$ cat config.mk
export PLATFORM = sky130hd
export DESIGN_NAME = tap_top
export DESIGN_NICKNAME = d
export VERILOG_FILES = /design/src/rtl/tap_pkg.sv /design/src/rtl/tap_fsm.sv /design/src/rtl/tap_ir.sv /design/src/rtl/tap_bsr_cell.sv /design/src/rtl/tap_dr.sv /design/src/rtl/tap_top.sv
export SDC_FILE = /design/constraint.sdc
export NUM_CORES = 1
export LEC_CHECK = 0
export BUFFER_PORTS_ARGS = -buffer_cell sky130_fd_sc_hd__buf_2
export CAP_MARGIN = 20
export CELL_PAD_IN_SITES_DETAIL_PLACEMENT = 1
export CELL_PAD_IN_SITES_GLOBAL_PLACEMENT = 1
export CORE_ASPECT_RATIO = 1.4
export CORE_MARGIN = 4
export CORE_UTILIZATION = 54
export CTS_BUF_LIST = sky130_fd_sc_hd__clkbuf_8
export CTS_CLUSTER_DIAMETER = 200
export DETAILED_ROUTE_END_ITERATION = 10
export PLACE_DENSITY_LB_ADDON = 0.1
export SLEW_MARGIN = 10
export SYNTH_ARGS = -nofsm -noshare
export SYNTH_HDL_FRONTEND = slang
export SYNTH_SLANG_ARGS = --single-unit
$ cat constraint.sdc
create_clock -name tck -period 3 [get_ports tck]
set_input_delay 0 -clock tck [delete_from_list [all_inputs] [get_ports tck]]
set_output_delay 0 -clock tck [all_outputs]
set_load 0.005 [all_outputs]
$ cat src/rtl/tap_pkg.sv
`timescale 1ns/1ps
package tap_pkg;

    typedef enum logic [3:0] {
        S_TLR,  S_RTI,
        S_SEL_DR, S_CAP_DR, S_SH_DR, S_EX1_DR, S_PAU_DR, S_EX2_DR, S_UPD_DR,
        S_SEL_IR, S_CAP_IR, S_SH_IR, S_EX1_IR, S_PAU_IR, S_EX2_IR, S_UPD_IR
    } tap_state_e;

    typedef enum logic [1:0] {
        DR_BYPASS,
        DR_IDENT,
        DR_PINS
    } dr_sel_e;

    typedef struct packed {
        logic tlr;
        logic cap_dr;
        logic sh_dr;
        logic cap_ir;
        logic sh_ir;
        logic upd_ir;
    } tap_ctl_t;

endpackage

$ cat src/rtl/tap_fsm.sv
`timescale 1ns/1ps
module tap_fsm
    import tap_pkg::*;
(
    input  logic       tck,
    input  logic       trst_n,
    input  logic       tms,
    output tap_state_e state_o,
    output tap_ctl_t   ctl_o
);

    tap_state_e state_q;
    tap_state_e state_d;

    // state register
    always_ff @(posedge tck or negedge trst_n) begin
        if (!trst_n) state_q <= S_TLR;
        else         state_q <= state_d;
    end

    // next-state function
    always_comb begin
        state_d = state_q;
        unique case (state_q)
            S_TLR:    state_d = tms ? S_TLR    : S_RTI;
            S_RTI:    state_d = tms ? S_SEL_DR : S_RTI;
            S_SEL_DR: state_d = tms ? S_SEL_IR : S_CAP_DR;
            S_CAP_DR: state_d = tms ? S_EX1_DR : S_SH_DR;
            S_SH_DR:  state_d = tms ? S_EX1_DR : S_SH_DR;
            S_EX1_DR: state_d = tms ? S_UPD_DR : S_PAU_DR;
            S_PAU_DR: state_d = tms ? S_EX2_DR : S_PAU_DR;
            S_EX2_DR: state_d = tms ? S_UPD_DR : S_SH_DR;
            S_UPD_DR: state_d = tms ? S_SEL_DR : S_RTI;
            S_SEL_IR: state_d = tms ? S_TLR    : S_CAP_IR;
            S_CAP_IR: state_d = tms ? S_EX1_IR : S_SH_IR;
            S_SH_IR:  state_d = tms ? S_EX1_IR : S_SH_IR;
            S_EX1_IR: state_d = tms ? S_UPD_IR : S_PAU_IR;
            S_PAU_IR: state_d = tms ? S_EX2_IR : S_PAU_IR;
            S_EX2_IR: state_d = tms ? S_UPD_IR : S_SH_IR;
            S_UPD_IR: state_d = tms ? S_SEL_DR : S_RTI;
            default:  state_d = S_TLR;
        endcase
    end

    // per-state strobes; the data-side update state drives nothing
    always_comb begin
        ctl_o = '0;
        unique case (state_q)
            S_TLR:    ctl_o.tlr    = 1'b1;
            S_CAP_DR: ctl_o.cap_dr = 1'b1;
            S_SH_DR:  ctl_o.sh_dr  = 1'b1;
            S_CAP_IR: ctl_o.cap_ir = 1'b1;
            S_SH_IR:  ctl_o.sh_ir  = 1'b1;
            S_UPD_IR: ctl_o.upd_ir = 1'b1;
            default:  ctl_o = '0;
        endcase
    end

    assign state_o = state_q;

endmodule

$ cat src/rtl/tap_ir.sv
`timescale 1ns/1ps
module tap_ir #(
    parameter int              IR_W     = 4,
    parameter logic [IR_W-1:0] RESET_OP = 4'b0010
) (
    input  logic            tck,
    input  logic            trst_n,
    input  logic            tlr,
    input  logic            cap,
    input  logic            sh,
    input  logic            upd,
    input  logic            tdi,
    output logic [IR_W-1:0] ir_o,
    output logic            so_o
);

    localparam logic [IR_W-1:0] CAP_PAT = {{(IR_W-2){1'b0}}, 2'b01};

    logic [IR_W-1:0] shreg_q;
    logic [IR_W-1:0] active_q;

    always_ff @(posedge tck or negedge trst_n) begin
        if (!trst_n)  shreg_q <= CAP_PAT;
        else if (cap) shreg_q <= CAP_PAT;
        else if (sh)  shreg_q <= {tdi, shreg_q[IR_W-1:1]};
    end

    always_ff @(posedge tck or negedge trst_n) begin
        if (!trst_n)  active_q <= RESET_OP;
        else if (tlr) active_q <= RESET_OP;
        else if (upd) active_q <= shreg_q;
    end

    assign ir_o = active_q;
    assign so_o = shreg_q[0];

endmodule

$ cat src/rtl/tap_bsr_cell.sv
`timescale 1ns/1ps
module tap_bsr_cell (
    input  logic tck,
    input  logic trst_n,
    input  logic cap,
    input  logic sh,
    input  logic pin,
    input  logic shift_in,
    output logic q_o
);

    always_ff @(posedge tck or negedge trst_n) begin
        if (!trst_n)  q_o <= 1'b0;
        else if (cap) q_o <= pin;
        else if (sh)  q_o <= shift_in;
    end

endmodule

$ cat src/rtl/tap_dr.sv
`timescale 1ns/1ps
module tap_dr
    import tap_pkg::*;
#(
    parameter int              N_PINS   = 16,
    parameter int              ID_W     = 32,
    parameter logic [ID_W-1:0] ID_VALUE = 32'h1A5C_E0F3
) (
    input  logic              tck,
    input  logic              trst_n,
    input  dr_sel_e           sel,
    input  logic              cap,
    input  logic              sh,
    input  logic              tdi,
    input  logic [N_PINS-1:0] pins,
    output logic              so_o,
    output logic [N_PINS-1:0] bsr_o,
    output logic              byp_o
);

    logic            byp_q;
    logic [ID_W-1:0] id_q;
    logic            pin_cap;
    logic            pin_sh;
    logic [N_PINS-1:0] chain_in;

    // bypass cell: cleared on every capture, shifts only when selected
    always_ff @(posedge tck or negedge trst_n) begin
        if (!trst_n)                      byp_q <= 1'b0;
        else if (cap)                     byp_q <= 1'b0;
        else if (sh && sel == DR_BYPASS)  byp_q <= tdi;
    end

    always_ff @(posedge tck or negedge trst_n) begin
        if (!trst_n)                     id_q <= ID_VALUE;
        else if (cap && sel == DR_IDENT) id_q <= ID_VALUE;
        else if (sh  && sel == DR_IDENT) id_q <= {tdi, id_q[ID_W-1:1]};
    end

    assign pin_cap  = cap && (sel == DR_PINS);
    assign pin_sh   = sh  && (sel == DR_PINS);
    assign chain_in = {tdi, bsr_o[N_PINS-1:1]};

    for (genvar i = 0; i < N_PINS; i++) begin : g_cell
        tap_bsr_cell u_cell (
            .tck      (tck),
            .trst_n   (trst_n),
            .cap      (pin_cap),
            .sh       (pin_sh),
            .pin      (pins[i]),
            .shift_in (chain_in[i]),
            .q_o      (bsr_o[i])
        );
    end

    always_comb begin
        unique case (sel)
            DR_IDENT: so_o = id_q[0];
            DR_PINS:  so_o = bsr_o[0];
            default:  so_o = byp_q;
        endcase
    end

    assign byp_o = byp_q;

endmodule

$ cat src/rtl/tap_top.sv
`timescale 1ns/1ps
module tap_top
    import tap_pkg::*;
#(
    parameter int              N_PINS    = 16,
    parameter int              IR_W      = 4,
    parameter int              ID_W      = 32,
    parameter logic [ID_W-1:0] ID_VALUE  = 32'h1A5C_E0F3,
    parameter logic [IR_W-1:0] OP_IDCODE = 4'b0010,
    parameter logic [IR_W-1:0] OP_SAMPLE = 4'b0011,
    parameter logic [IR_W-1:0] OP_BYPASS = 4'b1111
) (
    input  logic              tck,
    input  logic              trst_n,
    input  logic              tms,
    input  logic              tdi,
    input  logic [N_PINS-1:0] pin_in,
    output logic              tdo,
    output logic              tdo_oe
);

    tap_state_e        state_q;
    tap_ctl_t          ctl;
    logic [IR_W-1:0]   ir_active;
    logic              ir_so;
    dr_sel_e           dr_sel;
    logic              dr_so;
    logic [N_PINS-1:0] bsr_q;
    logic              byp_q;
    logic              tdo_q;
    logic              oe_q;

    tap_fsm u_fsm (
        .tck     (tck),
        .trst_n  (trst_n),
        .tms     (tms),
        .state_o (state_q),
        .ctl_o   (ctl)
    );

    tap_ir #(
        .IR_W     (IR_W),
        .RESET_OP (OP_IDCODE)
    ) u_ir (
        .tck    (tck),
        .trst_n (trst_n),
        .tlr    (ctl.tlr),
        .cap    (ctl.cap_ir),
        .sh     (ctl.sh_ir),
        .upd    (ctl.upd_ir),
        .tdi    (tdi),
        .ir_o   (ir_active),
        .so_o   (ir_so)
    );

    // decode: anything unrecognised falls back to bypass
    always_comb begin
        if (ir_active == OP_SAMPLE)      dr_sel = DR_PINS;
        else if (ir_active == OP_IDCODE) dr_sel = DR_IDENT;
        else                             dr_sel = DR_BYPASS;
    end

    tap_dr #(
        .N_PINS   (N_PINS),
        .ID_W     (ID_W),
        .ID_VALUE (ID_VALUE)
    ) u_dr (
        .tck    (tck),
        .trst_n (trst_n),
        .sel    (dr_sel),
        .cap    (ctl.cap_dr),
        .sh     (ctl.sh_dr),
        .tdi    (tdi),
        .pins   (pin_in),
        .so_o   (dr_so),
        .bsr_o  (bsr_q),
        .byp_o  (byp_q)
    );

    // output retimed on the falling edge
    always_ff @(negedge tck or negedge trst_n) begin
        if (!trst_n) begin
            oe_q  <= 1'b0;
            tdo_q <= 1'b0;
        end else begin
            oe_q  <= ctl.sh_dr | ctl.sh_ir;
            tdo_q <= ctl.sh_ir ? ir_so : (ctl.sh_dr ? dr_so : 1'b0);
        end
    end

    assign tdo    = tdo_q;
    assign tdo_oe = oe_q;

endmodule

==> impl_metrics.toml, run 1 <==
[sta]
hold_violations = 0
fin_worst_skew_ps = 11.45
fin_tns_setup_ps = 0
worst_pin_slew_ps = 743.4
rsz0062_at_grt = "false"
setup_slack_ps = 112.9
finalMaxSlewViolations = 0
slew_headroom_pct = 50.44
setup_viol = 0

[place]
dp.cells = 348
place_area_um2 = 3269
port_buffers = 21
place_congestion = 0.7258
pre_cts_slack_ps = 156.5
dp_hpwl_um = 4101

[pwr]
clkPwrFrac_pct = 21.3
p_switching_mw = 1.145
pwr-share-comb_pct = 37.9
p_per_area_nw_per_um2 = 953.1
p_int_mw = 2.190
vdd_drop_max_uv = 660.3
seqPwrFrac_pct = 40.8
swShare_pct = 34.33
leakagePower_nw = 1.612

[clocking]
cts_hold_buf = 4
postCtsResizedCells = 0
cts_tree = "done"
cts_max_path_buffers = 2
htreeDepth = 3
clock_sinks = 63
clk_latency_ps = 330
postCtsSetupBuffers = 0
numCtsBuffers = 9
ctsRootBufferMaster = "clkbuf_8"
clk_pin_slew_ps = 70

[worst_setup_path]
cp.required_ps = 1670
r2r_setup_slack_ps = 110
crit_path_max_incr_delay_ps = 540
crit_slowest_cell = "dfstp_2"
worstPathArrival_ps = 1550
path_delay_family = "flip-flops"
worstPathBufferInverterCount = 0
start_kind = "flip-flop"
crit_chain = "or3b_1 -> mux2i_1 -> o22ai_1"
cp_max_fo = 2
endpoint_kind = "flip-flop"
criticalPathCategory = "reg -> reg"

[die]
die_w_um = 72.02
start_util_pct = 56.07
core-area_um2 = 5525
die_area_um2 = 7030
rows = 32
die_h_um = 97.62
io-pin-count = 22

[yosys]
yosys_warnings = 0
synth_cells = 270
synth-edff-count = 0
syn-num-nets = 290
synth_area_um2 = 3098
synthArstFlopShare_pct = 100.0
synth-seq-cells = 63
yosys-top-cells-area = "dfrtp_1 (35%), mux2_2 (16%), dfstp_2 (15%), mux2i_1 (5.8%), nor2_1 (3.3%)"
yosysSeqAreaShare_pct = 51.62
synth_top_cell_by_area = "dfrtp_1"
synth_cell_types = 39
avgSynthCellArea_um2 = 11.47
synthFlopType = "dfrtp_1"
synth_top_area_share_pct = 34.73

[detailed_routing]
post-route-drc-count = 0
avgViaCountPerCell = 5.435
first_iter_violations = 52
antenna_left = 0
firstDrtPassIters = 4
dr_total_vias = 2000
wl_um = 6362
routedWlPerCell_um = 17.29

[global_routing]
overflow = 0
grt_pass1_vias = 2232
grt_pass1_wl_um = 11070
antenna_found_initial = 0
grtUsageTotal_pct = 20.22
grt_max_degree = 61

[cells_and_area]
fin_nets = 315
utilization_pct = 63.34
antenna-diode-count = 0
stdcell_count = 368
multi_input_area_um2 = 1314
drive_gt1_share_pct = 37.00
regArea_um2 = 1599
fillers = 583
stdcell_area_um2 = 3500
syn_to_final_growth_pct = 12.96

[run]
drv_cap = 0

[status]
status = "finished, final reports clean"

[hold_path]
hold_path_class = "in -> reg"
==> kinds of logic after synthesis <==
family / count (synthesis) / share of synthesized area [%]
AO/OA/AOI/OAI: 33 / 7.957
buffers and inverters: 43 / 5.977
flip-flops: 63 / 51.62
multiplexers: 67 / 23.63
AND/OR/NAND/NOR: 64 / 10.82
==> synth_stat cells, types with 2 or more instances <==
master	n
a2111oi_4	2
nand3_1	3
dfstp_2	18
clkbuf_1	8
nand4_1	2
mux2_2	43
o21ai_0	6
dfrtp_1	43
buf_4	3
nand3b_1	3
nor2_1	27
mux2i_1	18
a211oi_1	3
inv_1	23
nand2_1	8
o22ai_1	5
a21oi_1	10
nor2b_1	10
mux2_1	6
dfrtn_1	2
buf_2	4
buf_1	4
nor4b_1	3
==> placed cells by master (no fill, tap or decap), types with 4 or more instances in the layout <==
master         instances
dfrtp_1               43
mux2_2                43
o21ai_0                6
dlygate4sd3_1          4
nand2_1                8
mux2i_1               18
buf_4                  8
nor2_1                27
buf_2                 21
mux2_1                 6
dfstp_2               18
inv_1                 25
nor2b_1               10
clkbuf_8              10
a21oi_1               10
o22ai_1                5
==> final cells by class <==
type	instances	area share, %
sequential	63	45.69
clock inverter	6	1.502
tap	68	2.431
inverter	23	2.467
multi-input combinational	164	37.54
timing repair buffer	34	6.435
clock buffer	10	3.933
==> tightest hold or removal path: stages <==
cell    delay, ps
buf_2          80
mux2_2        130
mux2_1        110
==> per-layer routing <==
metal,wire [um],vias up,global-route usage (%),share of wire (%)
met5,0,-,0,0
met4,139,0,9.117,2.2
met3,104,13,3.416,1.6
met2,3489,16,34.77,55
met1,2628,1003,24.18,41
li1,-,968,-,-
==> path summary, 6_finish.rpt <==
kind | from | cells past startpoint | end
setup reg to reg | u_ir.ir_o[1]$_DFFE_PN1P_ | 3 | tdo$_DFF_NN0_
setup / recovery | u_ir.ir_o[1]$_DFFE_PN1P_ | 3 | tdo$_DFF_NN0_
hold reg to reg | u_dr.id_q[6]$_DFFE_PN1P_ | 2 | u_dr.id_q[6]$_DFFE_PN1P_
max in group asynchronous | trst_n | 2 | tdo_oe$_DFF_NN0_
hold / removal | pin_in[13] | 3 | u_dr.g_cell[13].u_cell.q_o$_DFFE_PN0P_
min in group asynchronous | trst_n | 3 | u_ir.shreg_q[3]$_DFFE_PN0N_
==> flip-flops by register name, indices dropped and copies added, names as in the netlist <==
name	cells
u_fsm.state_o	4
u_dr.id_q	32
u_dr.g_cell.u_cell.q_o	16
tdo_oe	1
tdo	1
u_ir.shreg_q	4
u_ir.ir_o	4
u_dr.byp_o	1
==> power by group through the flow <==
stage / Clock, mW / Sequential [mW] / Combinational (mW)
2_1_floorplan: 0 / 1.28 / 1.04
5_1_grt: 0.775 / 1.40 / 1.41
3_5_place_dp: 0 / 1.37 / 1.26
6_report: 0.710 / 1.36 / 1.26
3_3_place_gp: 0 / 1.35 / 1.20
4_1_cts: 0.728 / 1.36 / 1.28
==> metrics by stage <==
stage	power (mW)	hold WS (ps)
2_1_floorplan	2.321	-295.6
3_3_place_gp	2.548	-181.0
4_1_cts	3.373	7.005
6_report	3.335	13.36
3_5_place_dp	2.631	-180.3
5_1_grt	3.584	14.49
No activity file was read; power rests on OpenSTA's default activity.
==> run 2: changes to the inputs <==
--- a/config.mk
+++ b/config.mk
@@ -19,4 +19,5 @@
 export SLEW_MARGIN = 10
 export SYNTH_ARGS = -nofsm -noshare
 export SYNTH_HDL_FRONTEND = slang
+export SYNTH_HIERARCHICAL = 1
 export SYNTH_SLANG_ARGS = --single-unit
==> impl_metrics.toml, run 2 <==
[pwr]
leakagePower_nw = 1.628
p_per_area_nw_per_um2 = 1129
vdd_drop_max_uv = 589.4

[worst_setup_path]
criticalPathCategory = "reg -> reg"
path_delay_family = "flip-flops"
r2r_setup_slack_ps = -170
cp.required_ps = 1670
crit_path_max_incr_delay_ps = 540
endpoint_kind = "flip-flop"
cp_max_fo = 3
worstPathArrival_ps = 1830
reg2reg_depth = 7
reg2reg_from = "u_ir/ir_o[1]$_DFFE_PN1P_"
path_depth = 7
r2r-end = "tdo$_DFF_NN0_"
start_kind = "flip-flop"
crit_chain = "nor4b_4 -> inv_2 -> ha_4 -> a22oi_2 -> a21oi_2 -> nand2_1 -> o21ai_1"
worstPathBufferInverterCount = 1
crit_slowest_cell = "dfstp_2"

[global_routing]
antenna_found_initial = 0
grtUsageTotal_pct = 23.98
grt_pass1_vias = 2826
overflow = 0
grt_pass1_wl_um = 13920
grt_max_degree = 58

[yosys]
synth_area_um2 = 3428
synth_most_common_cell = "dfrtp_1"
synthFlopType = "dfrtp_1"
synth-seq-cells = 63
yosys-top-cells-area = "dfrtp_1 (31%), dfstp_2 (14%), mux2i_1 (6.4%), o221ai_2 (4.4%), o311a_1 (4.1%)"
synth_top_area_share_pct = 31.39
yosysSeqAreaShare_pct = 46.64
syn-num-nets = 347
synth_common_cells = "dfrtp_1 (43), mux2i_1 (22), nand2_1 (22), inv_1 (19)"
synth_cells = 324
synth_cell_types = 46
synthArstFlopShare_pct = 100.0
avgSynthCellArea_um2 = 10.58
synth-edff-count = 0
synth_top_cell_by_area = "dfrtp_1"
yosys_warnings = 6

[cells_and_area]
top_regs = "u_dr/id_q x32, u_dr/g_cell.u_cell/q_o x16"
largest-register = "u_dr/id_q"
largest_reg_flops = 32
antenna-diode-count = 0
drive_gt1_share_pct = 30.65
fin_nets = 390
final_cell_mix = "dfrtp_1 (43), nand2_1 (22), inv_1 (22), mux2i_1 (22), buf_2 (21)"
syn_to_final_growth_pct = 15.66
final_common_cell = "dfrtp_1"

[clocking]
numCtsBuffers = 9
ctsRootBufferMaster = "clkbuf_8"
clk_pin_slew_ps = 70
clock_sinks = 63
htreeDepth = 3
cts_max_path_buffers = 2
clk_latency_ps = 330
cts_tree = "done"

[sta]
fin_worst_skew_ps = 11.98
slew_headroom_pct = 52.35
setup_viol = 1
worst_hold_slack_ps = 20.67
setup_slack_ps = -165.1
finalMaxSlewViolations = 0
worst_pin_slew_ps = 714.8
rsz0062_at_grt = "true"
hold_violations = 0

[die]
die_w_um = 75.34
rows = 34
core-area_um2 = 6211
io-pin-count = 22
die_h_um = 102.3
die_area_um2 = 7705
start_util_pct = 55.20

[detailed_routing]
firstDrtPassIters = 4
first_iter_violations = 139
avgViaCountPerCell = 5.899
dr_total_vias = 2619
antenna_left = 0
post-route-drc-count = 0
wl_um = 8363
routedWlPerCell_um = 18.84

[run]
drv_cap = 0

[place]
place_congestion = 0.8113
pre_cts_slack_ps = -158.2
dp_hpwl_um = 4687
port_buffers = 21

[status]
status = "finished with violations"
violations = "setup timing"

[hold_path]
worstHoldStart = "tms"
min_path_cells = 2
whs_endpoint = "u_fsm/state_o[2]$_DFF_PN0_"
hold_path_class = "in -> reg"
[run 2: what timing repair did]
action                                  CTS  global route
hold buffers                             18             0
buffers inserted                          0             1
endpoints found under the setup margin    1             1
gates resized for setup                   5             0
pin swaps                                 3             1
endpoints found under the hold margin    21             0
[run 2: cell type report]
cell class	instances	area, um^2
fill	667	2246
multi-input combinational	217	1623
sequential	63	1599
timing repair buffer	57	420.4
clock buffer	10	137.6
tap	72	90.09
inverter	19	71.32
clock inverter	6	23.77
[run 2: logic make-up (layout without fill, tap and decap cells)]
kind of cell               after synthesis  in the layout  synth area share (%)
AOI/OAI and AO/OA                       68             68                 17.01
muxes                                   22             22                 6.423
adders and majority gates                3              3                 1.095
and+or+nand+nor                        124            124                 20.91
buffers and inverters                   44             92                 7.920
DFF                                     63             63                 46.64
[run 2: worst reg2reg max path, stage by stage (launching register included)]
cell	delay, ps
dfstp_2	540
nor4b_4	280
inv_2	120
ha_4	180
a22oi_2	180
a21oi_2	80
nand2_1	60
o21ai_1	50
[run 2: worst max path at each step]
stage,from,to,slack (ps)
2_1_floorplan,u_ir/ir_o[1]$_DFFE_PN1P_,tdo$_DFF_NN0_,-50
3_3_place_gp,u_ir/ir_o[1]$_DFFE_PN1P_,tdo$_DFF_NN0_,-70
3_5_place_dp,u_ir/ir_o[1]$_DFFE_PN1P_,tdo$_DFF_NN0_,-160
4_1_cts,u_ir/ir_o[1]$_DFFE_PN1P_,tdo$_DFF_NN0_,-150
5_1_grt,u_ir/ir_o[1]$_DFFE_PN1P_,tdo$_DFF_NN0_,-220
6_report,u_ir/ir_o[1]$_DFFE_PN1P_,tdo$_DFF_NN0_,-170
[run 2: stage by stage]
stage | setup TNS, ps | area, um^2 | instances | util [%] | total power, mW
floorplan | -46.16 | 3463 | 324 | - | 3.358
global placement | -65.28 | 3590 | 409 | 57.80 | 3.604
detailed placement | -158.2 | 3590 | 409 | 57.80 | 3.721
CTS | -145.6 | 3958 | 443 | 63.72 | 4.429
global route | -223.5 | 3965 | 444 | 63.84 | 4.820
finish | -165.1 | 3965 | 444 | 63.84 | 4.475
[run 2: report_power, final]
group	internal [mW]	switching, mW	total, mW
combinational	1.12	1.12	2.24
clock	0.306	0.316	0.622
sequential	1.31	0.303	1.62
total	2.74	1.74	4.48
[run 2: per-layer routing]
metal  global-route usage, %  share of wire, %  vias up
met5                       0                 0        -
met4                   7.806               1.7        0
met3                   5.807               2.5       10
met2                   42.45                55       33
met1                   27.89                40     1338
li1                        -                 -     1238
==> run 3: changes to the inputs <==
--- a/config.mk
+++ b/config.mk
@@ -11,7 +11,7 @@
 export CELL_PAD_IN_SITES_GLOBAL_PLACEMENT = 1
 export CORE_ASPECT_RATIO = 1.4
 export CORE_MARGIN = 4
-export CORE_UTILIZATION = 54
+export CORE_UTILIZATION = 35
 export CTS_BUF_LIST = sky130_fd_sc_hd__clkbuf_8
 export CTS_CLUSTER_DIAMETER = 200
 export DETAILED_ROUTE_END_ITERATION = 10
==> impl_metrics.toml, run 3 (synthesis gave the netlist of run 2 again) <==
[status]
status = "finished with violations"
violations = "setup timing"

[pwr]
pwr-share-comb_pct = 46.3
p_total_mw = 4.683
p_int_mw = 2.995
leakagePower_nw = 1.650
vdd_drop_max_uv = 551.4
p_switching_mw = 1.688
clkPwrFrac_pct = 19.6
p_per_area_nw_per_um2 = 1133
seqPwrFrac_pct = 34.1
swShare_pct = 36.05

[detailed_routing]
dr_total_vias = 2567
antenna_left = 0
wl_um = 7595
post-route-drc-count = 0
avgViaCountPerCell = 5.083
first_iter_violations = 91
routedWlPerCell_um = 15.04
firstDrtPassIters = 4

[worst_setup_path]
worstPathArrival_ps = 1770
cp.required_ps = 1680
endpoint_kind = "flip-flop"
cp_max_fo = 3
reg2reg_depth = 7
cp-startpoint = "u_ir/ir_o[1]$_DFFE_PN1P_"
r2r-end = "tdo$_DFF_NN0_"
r2r_setup_slack_ps = -90
criticalPathCategory = "reg -> reg"
reg2reg_from = "u_ir/ir_o[1]$_DFFE_PN1P_"
start_kind = "flip-flop"

[clocking]
numCtsBuffers = 9
clk_pin_slew_ps = 70
htreeDepth = 3
ctsRootBufferMaster = "clkbuf_8"
clk_latency_ps = 350
clock_sinks = 63
cts_max_path_buffers = 2
cts_tree = "done"

[cells_and_area]
final_common_cell = "dfrtp_1"
largest_reg_flops = 32
stdcell_area_um2 = 4135
final_cell_mix = "dfrtp_1 (43), nand2_1 (22), mux2i_1 (22), buf_2 (21)"
fin_nets = 391
antenna-diode-count = 0
largest-register = "u_dr/id_q"
top_regs = "u_dr/id_q x32, u_dr/g_cell.u_cell/q_o x16"
stdcell_count = 505
fillers = 1051
drive_gt1_share_pct = 31.64
syn_to_final_growth_pct = 20.62

[global_routing]
grt_pass1_wl_um = 13590
overflow = 0
grt_pass1_vias = 2741
grt_max_degree = 57
grtUsageTotal_pct = 14.73
antenna_found_initial = 0

[hold_path]
hold_path_class = "in -> async"

[sta]
finalMaxSlewViolations = 0
rsz0062_at_grt = "true"
setup_slack_ps = -87.86
fin_worst_skew_ps = 14.20
worst_pin_slew_ps = 736.1
slew_headroom_pct = 50.93
setup_viol = 1
worst_hold_slack_ps = 55.52
hold_violations = 0

[die]
start_util_pct = 36.04
core-area_um2 = 9512
rows = 42
die_h_um = 125.1
die_area_um2 = 11470
io-pin-count = 22
die_w_um = 91.65

[place]
pre_cts_slack_ps = -120.2
place_area_um2 = 3657
place_congestion = 0.7318
dp_hpwl_um = 4794
dp.cells = 468
port_buffers = 21

[run]
drv_cap = 0
==> run 3: repair_timing <==
item	CTS	global route
pin swaps	3	2
setup endpoints to repair	1	1
buffers inserted	2	0
endpoints found under the hold margin	25	0
gates resized for setup	5	0
hold buffers	19	0
==> run 3: how the worst max path moves through the flow <==
stage | to | slack, ps | cells past startpoint
after CTS | tdo$_DFF_NN0_ | -130 | 7
after detailed placement | tdo$_DFF_NN0_ | -120 | 7
after global placement | tdo$_DFF_NN0_ | -60 | 7
after floorplan | tdo$_DFF_NN0_ | -50 | 7
final | tdo$_DFF_NN0_ | -90 | 7
after global routing | tdo$_DFF_NN0_ | -190 | 7
==> run 3: power by group through the flow <==
stage	Sequential (mW)	Clock, mW	Combinational (mW)
after global routing	1.66	0.994	2.44
after global placement	1.61	0	2.05
after floorplan	1.51	0	1.85
after CTS	1.61	0.953	2.21
after detailed placement	1.62	0	2.11
final	1.60	0.919	2.17
==> run 3: layer usage <==
| layer | up-vias | part of all wire [%] | track usage (%) | routed length (um) |
|---|---|---|---|---|
| li1 | 1249 | - | - | - |
| met1 | 1276 | 45 | 17.85 | 3421 |
| met2 | 30 | 50 | 25.01 | 3820 |
| met3 | 12 | 2.6 | 3.125 | 196 |
| met4 | 0 | 2.1 | 6.394 | 157 |
| met5 | - | 0 | 0 | 0 |
==> run 3: worst max-delay path, cell delays in order (launching register included) <==
cell and delay, ps:
dfstp_2 550, nor4b_4 240, inv_2 100, ha_4 170, a22oi_2 170, a21oi_2 70, nand2_1 60, o21ai_1 50
==> run 3: layout make-up <==
cell class | instances | area (um^2) | area share, %
sequential | 63 | 1599 | 38.67
inverter | 19 | 71.32 | 1.725
clock inverter | 6 | 108.9 | 2.632
tap | 132 | 165.2 | 3.994
clock buffer | 10 | 137.6 | 3.328
multi-input combinational | 217 | 1623 | 39.24
timing repair buffer | 58 | 430.4 | 10.41
==> run 3: per-stage QoR <==
step,TNS [ps],util [%]
detailed placement,-120.2,38.45
global placement,-60.28,38.45
floorplan,-46.16,-
finish,-87.86,43.48
global route,-189.6,43.48
CTS,-131.0,43.48
